File: config.mk
export PLATFORM = sky130hd
export DESIGN_NAME = sd_serial_rx
export DESIGN_NICKNAME = d
export VERILOG_FILES = /design/src/rtl/sd_rx_pkg.sv /design/src/rtl/sd_sync.sv /design/src/rtl/sd_spi_front.sv /design/src/rtl/sd_manch_dec.sv /design/src/rtl/sd_serial_rx.sv
export SDC_FILE = /design/constraint.sdc
export NUM_CORES = 1
export LEC_CHECK = 0
export ABC_AREA = 0
export BUFFER_PORTS_ARGS = -buffer_cell sky130_fd_sc_hd__buf_2
export CAP_MARGIN = 20
export CORE_ASPECT_RATIO = 0.5
export CORE_MARGIN = 2
export CORE_UTILIZATION = 33
export CTS_CLUSTER_SIZE = 30
export DETAILED_ROUTE_END_ITERATION = 6
export PLACE_DENSITY = 0.48
export SETUP_SLACK_MARGIN = 0.2
export SYNTH_ARGS = -nofsm -noshare
export SYNTH_HDL_FRONTEND = slang
export SYNTH_SLANG_ARGS = --single-unit
File: constraint.sdc
create_clock -name clk_i -period 4.49 [get_ports clk_i]
set_input_delay 0 -clock clk_i [delete_from_list [all_inputs] [get_ports clk_i]]
set_output_delay 0 -clock clk_i [all_outputs]
set_load 0.02 [all_outputs]
File: src/rtl/sd_rx_pkg.sv
package sd_rx_pkg;

  typedef enum logic [1:0] {
    CS_EXT   = 2'd0,
    CS_INT   = 2'd1,
    CS_DIV_F = 2'd2,
    CS_DIV_R = 2'd3
  } clk_src_e;

  localparam logic [1:0] PM_POS  = 2'b01;
  localparam logic [1:0] PM_NEG  = 2'b11;
  localparam logic [1:0] PM_NONE = 2'b00;

  function automatic logic [1:0] pm_code(input logic b);
    return b ? PM_POS : PM_NEG;
  endfunction

endpackage

File: src/rtl/sd_sync.sv
module sd_sync #(
  parameter int WIDTH  = 1,
  parameter int STAGES = 2
) (
  input  logic             clk_i,
  input  logic             rst_ni,
  input  logic [WIDTH-1:0] d_i,
  output logic [WIDTH-1:0] q_o
);
  logic [STAGES-1:0][WIDTH-1:0] st_q;

  always_ff @(posedge clk_i or negedge rst_ni) begin
    if (!rst_ni) begin
      st_q <= '0;
    end else begin
      st_q[0] <= d_i;
      for (int i = 1; i < STAGES; i++) st_q[i] <= st_q[i-1];
    end
  end

  assign q_o = st_q[STAGES-1];
endmodule

File: src/rtl/sd_spi_front.sv
module sd_spi_front
  import sd_rx_pkg::*;
(
  input  logic     clk_i,
  input  logic     rst_ni,
  input  logic     en_i,
  input  clk_src_e src_i,
  input  logic     fall_i,
  input  logic     ext_clk_i,
  input  logic     int_clk_i,
  input  logic     dat_i,
  output logic     vld_o,
  output logic     bit_o
);
  logic int_prev_q, div_q, bclk_prev_q, vld_q, bit_q;
  logic int_rise, int_fall, div_tick, bclk, hit;

  assign int_rise = int_clk_i & ~int_prev_q;
  assign int_fall = ~int_clk_i & int_prev_q;

  always_comb begin
    div_tick = 1'b0;
    bclk     = ext_clk_i;
    unique case (src_i)
      CS_EXT:   bclk = ext_clk_i;
      CS_INT:   bclk = int_clk_i;
      CS_DIV_F: begin bclk = div_q; div_tick = int_fall; end
      CS_DIV_R: begin bclk = div_q; div_tick = int_rise; end
      default:  bclk = ext_clk_i;
    endcase
  end

  assign hit = fall_i ? (~bclk & bclk_prev_q) : (bclk & ~bclk_prev_q);

  always_ff @(posedge clk_i or negedge rst_ni) begin
    if (!rst_ni) begin
      int_prev_q  <= 1'b0;
      div_q       <= 1'b0;
      bclk_prev_q <= 1'b0;
      vld_q       <= 1'b0;
      bit_q       <= 1'b0;
    end else begin
      int_prev_q  <= int_clk_i;
      bclk_prev_q <= bclk;  // tracks the line while disabled: no false edge at enable
      vld_q       <= en_i & hit;
      if (!en_i)         div_q <= 1'b0;
      else if (div_tick) div_q <= ~div_q;
      if (en_i && hit)   bit_q <= dat_i;
    end
  end

  assign vld_o = vld_q;
  assign bit_o = bit_q;
endmodule

File: src/rtl/sd_manch_dec.sv
module sd_manch_dec #(
  parameter int PER_W = 8
) (
  input  logic clk_i,
  input  logic rst_ni,
  input  logic en_i,
  input  logic dat_i,
  output logic vld_o,
  output logic bit_o
);
  localparam logic [PER_W-1:0] CNT_ONE = PER_W'(1);
  localparam logic [PER_W-1:0] CNT_SAT = '1;

  logic             d_prev_q, seen_q, vld_q, bit_q;
  logic [PER_W-1:0] per_q, cnt_q, thr;
  logic             trans, accept;

  assign thr    = per_q - (per_q >> 2);  // 3/4 of the period estimate
  assign trans  = dat_i ^ d_prev_q;
  assign accept = trans & seen_q & ((per_q == '0) | (cnt_q >= thr));

  always_ff @(posedge clk_i or negedge rst_ni) begin
    if (!rst_ni) begin
      d_prev_q <= 1'b0;
      seen_q   <= 1'b0;
      vld_q    <= 1'b0;
      bit_q    <= 1'b0;
      per_q    <= '0;
      cnt_q    <= '0;
    end else begin
      d_prev_q <= dat_i;
      if (!en_i) begin
        seen_q <= 1'b0;
        vld_q  <= 1'b0;
        per_q  <= '0;
        cnt_q  <= '0;
      end else begin
        vld_q <= accept;
        if (accept) bit_q <= ~dat_i;  // falling mid-bit -> 1
        if (trans && !seen_q) begin
          seen_q <= 1'b1;
          cnt_q  <= CNT_ONE;
        end else if (accept) begin
          per_q <= cnt_q;
          cnt_q <= CNT_ONE;
        end else if (cnt_q != CNT_SAT) begin
          cnt_q <= cnt_q + CNT_ONE;
        end
      end
    end
  end

  assign vld_o = vld_q;
  assign bit_o = bit_q;
endmodule

File: src/rtl/sd_serial_rx.sv
module sd_serial_rx
  import sd_rx_pkg::*;
#(
  parameter int SYNC_STAGES = 2,
  parameter int PER_W       = 8
) (
  input  logic       clk_i,
  input  logic       rst_ni,
  input  logic       enable_i,
  input  logic [1:0] if_type_i,
  input  logic [1:0] clk_src_i,
  input  logic       alt_in_i,
  input  logic       ext_clk_i,
  input  logic       int_clk_i,
  input  logic       dat_i,
  input  logic       dat_nb_i,
  output logic       bit_vld_o,
  output logic [1:0] bit_o
);
  localparam int NPIN = 4;

  logic [NPIN-1:0] pin_s;
  logic            ext_s, int_s, own_s, nb_s, dat_sel;
  logic            man_mode, spi_vld, spi_bit, man_vld, man_bit;

  // internal clock shares the synchroniser so it stays aligned with data
  sd_sync #(.WIDTH(NPIN), .STAGES(SYNC_STAGES)) u_sync (
    .clk_i (clk_i),
    .rst_ni(rst_ni),
    .d_i   ({ext_clk_i, int_clk_i, dat_i, dat_nb_i}),
    .q_o   (pin_s)
  );
  assign {ext_s, int_s, own_s, nb_s} = pin_s;

  assign dat_sel  = alt_in_i ? nb_s : own_s;
  assign man_mode = if_type_i[1];

  sd_spi_front u_spi (
    .clk_i    (clk_i),
    .rst_ni   (rst_ni),
    .en_i     (enable_i & ~man_mode),
    .src_i    (clk_src_e'(clk_src_i)),
    .fall_i   (if_type_i[0]),
    .ext_clk_i(ext_s),
    .int_clk_i(int_s),
    .dat_i    (dat_sel),
    .vld_o    (spi_vld),
    .bit_o    (spi_bit)
  );

  sd_manch_dec #(.PER_W(PER_W)) u_man (
    .clk_i (clk_i),
    .rst_ni(rst_ni),
    .en_i  (enable_i & man_mode),
    .dat_i (dat_sel),
    .vld_o (man_vld),
    .bit_o (man_bit)
  );

  assign bit_vld_o = spi_vld | man_vld;
  assign bit_o     = man_vld ? pm_code(man_bit) :
                     spi_vld ? pm_code(spi_bit) : PM_NONE;
endmodule

==> results.cfg <==
[worst_setup_path]
critPathLaunch = u_man.per_q[0]
r2r_setup_slack_ns = 1.09
required_ns = 4.68
crit_type = reg -> reg
setup.worst_path.start_class = register
cp-end-kind = register
cp_max_fo = 7
cp.arrival_ns = 3.60
r2r_start = u_man.per_q[0]

[routing]
drtPass1Iterations = 4
highest_layer = met4
drt-wirelength-per-cell_um = 13.2
drtIter0Drc = 72
drc = 0
wl_met3_um = 136
wl_met2_mm = 1.60
wl_mm = 3.84
viasPerCell = 4.82
vias = 1399
ant_nets = 0
m1WireLength_mm = 2.08

[synth]
syn_area_per_cell_um2 = 10.2
synthFlopType = dfrtp_1
synth-edff-count = 0
synth.most_common_cell = dfrtp_1
synth_top_cells_by_count = 33 x dfrtp_1, 24 x nand2_1, 19 x nor2_1
synth-seq-area-share_pct = 41.9
netlist_instances = 193
ys_ff_latch = 33
netlist_area_mm2 = 0.00197
synth.net_count = 221
yosysTopAreaCell = dfrtp_1
yosysUniqueCellTypes = 43
yosysTopAreaCellShare_pct = 41.9
yosys_warnings = 0
postSynth.asyncResetShare_pct = 100
synth_area_leaders = dfrtp_1 42%, ha_1 9.5%, mux2i_1 6.1%

[floorplan]
die_h_um = 58.7
core_area_mm2 = 0.00563
die_x_um = 113
num_rows = 19
num_io_pins = 15
start_util_pct = 35.0
die_area_mm2 = 0.00665

[finish]
fin_cells = 290
nets = 244
post-route-util_pct = 41.6
antenna_cells = 0
design_area_mm2 = 0.00234
area_growth_pct = 18.9
drive_gt1_share_pct = 15.7

[power]
p_sw_mw = 0.162
power.internal_mw = 0.610
p_leak_nw = 1.02
p_clk_share_pct = 52.0
seqPwrFrac_pct = 41.1
power_density_mw_per_mm2 = 329
ir_worst_vdd_uv = 226
combinationalPowerShare_pct = 6.9
swShare_pct = 21.0

[cts]
cts.sinks = 33
htree_levels = 2
cts_tree = yes
cts_made_buffers = 5
cts_buffer_depth = 2
cts_resized = 0
clock-root-buffer = clkbuf_16
clkTransAtPathRegs_ns = 0.05
clkLatencyLatePin_ns = 0.27

[flow_run]
max_cap_violations = 0

[place]
port_buffers = 14
post-dp-hpwl_mm = 2.82
finalWeightedCongestion = 0.714
dpl_cell_area_mm2 = 0.00212
placed_cells = 277

[timing]
finalSetupTns_ns = 0
fmax_ghz = 0.294
period_needed_ns = 3.40
clock_skew_ns = 0.00420
setup_viol = 0
rsz0062_at_grt = no
hold_violations = 0
timing.final.max_slew_violations = 0
tightest_slew_ns = 0.741
period_share_pct = 75.8
slew_headroom_pct = 50.6

[global_route]
grt_pass1_wl_mm = 6.87
antenna_found_initial = 0
grt_usage_pct = 13.4
grt_pass1_vias = 1416
grt_max_degree = 34
grt_overflow = 0

[outcome]
outcome = finished, final reports clean

[worst_hold_path]
min_path_type = in -> reg
min_from = clk_src_i[1]
-- area by class of cell --
| class | count | area, um2 |
|---|---|---|
| fillers | 540 | 3290 |
| multi-input cells | 142 | 1070 |
| flip-flops and latches | 33 | 826 |
| clock buffers | 6 | 139 |
| repair buffers | 19 | 120 |
| well taps | 73 | 91.3 |
| inverters | 15 | 56.3 |
| clock inverters | 2 | 37.5 |
-- registers in the layout (all words and copies together), names as in the netlist --
register,flops
u_man.seen_q,1
u_man.bit_o,1
u_spi.int_prev_q,1
u_spi.bit_o,1
u_man.cnt_q,8
u_man.d_prev_q,1
u_spi.div_q,1
u_spi.bclk_prev_q,1
u_spi.vld_o,1
u_sync.st_q,4
u_sync.q_o,4
u_man.per_q,8
u_man.vld_o,1
-- worst max-delay path, cell delays in order, from the launching register on --
cell,delay (ns)
dfrtp_1,0.40
inv_1,0.07
ha_1,0.16
inv_1,0.05
fa_1,0.39
a21o_1,0.17
a21oi_1,0.21
o21bai_1,0.09
a21oi_1,0.18
xnor2_1,0.14
ha_1,0.27
a21oi_1,0.16
nand2_1,0.11
a221oi_4,0.47
a31oi_4,0.23
nor3_2,0.21
-- cells by family (layout without fill, tap and decap cells) --
family	count (synthesis)	in the layout	share of synthesized area, %
compound gates	24	24	11.0
fa+ha+maj	16	16	10.5
xor+xnor	11	11	5.27
simple gates	76	76	19.7
mux	15	15	7.99
buf+inv	18	42	3.62
flops	33	33	41.9
-- cell usage in the layout (no fill, tap or decap), types with 4 or more instances in the layout --
cell | synthesis | routed
inv_1 | 15 | 15
nand3_1 | 6 | 6
and3_1 | 4 | 4
xnor2_1 | 7 | 7
nor2_1 | 19 | 19
nand4_1 | 4 | 4
mux2i_1 | 12 | 12
a21oi_1 | 7 | 7
nand2_1 | 24 | 24
dfrtp_1 | 33 | 33
buf_2 | 0 | 14
dlygate4sd3_1 | 0 | 5
clkbuf_16 | 0 | 5
ha_1 | 15 | 15
-- repair_timing --
action	CTS	global route
setup endpoints to repair	0	0
endpoints found under the hold margin	37	0
buffers inserted	0	0
hold buffers	5	0
-- routing by layer --
layer | up-vias | track usage, %
met5 | - | 0
met1 | 665 | 19.3
met2 | 18 | 20.1
li1 | 712 | -
met3 | 4 | 3.40
met4 | 0 | 3.66
-- power by group through the flow --
stage	registers, mW	logic (mW)	clock network, mW
CTS	0.318	0.0544	0.411
floorplan	0.321	0.0332	0
finish	0.318	0.0531	0.401
detailed placement	0.323	0.0510	0
global route	0.320	0.0607	0.424
global placement	0.323	0.0506	0
-- path summary, 6_finish.rpt --
kind,to,cells after the start
min reg2reg,u_sync.q_o[1],0
max in group asynchronous,u_man.per_q[0],2
max,u_man.cnt_q[2],15
min,u_spi.bclk_prev_q,3
max reg2reg,u_man.cnt_q[2],15
min in group asynchronous,u_sync.st_q[0],2
-- per-stage QoR --
stage / power [mW] / hold WS [ns] / setup WS (ns)
2_1_floorplan: 0.354 / -0.296 / 1.37
3_3_place_gp: 0.373 / 0.104 / 1.20
3_5_place_dp: 0.374 / 0.110 / 1.10
4_1_cts: 0.784 / 0.00639 / 1.08
5_1_grt: 0.805 / 0.0320 / 0.756
6_report: 0.772 / 0.00495 / 1.09
Note: power is estimated with default switching activity, not from simulation.
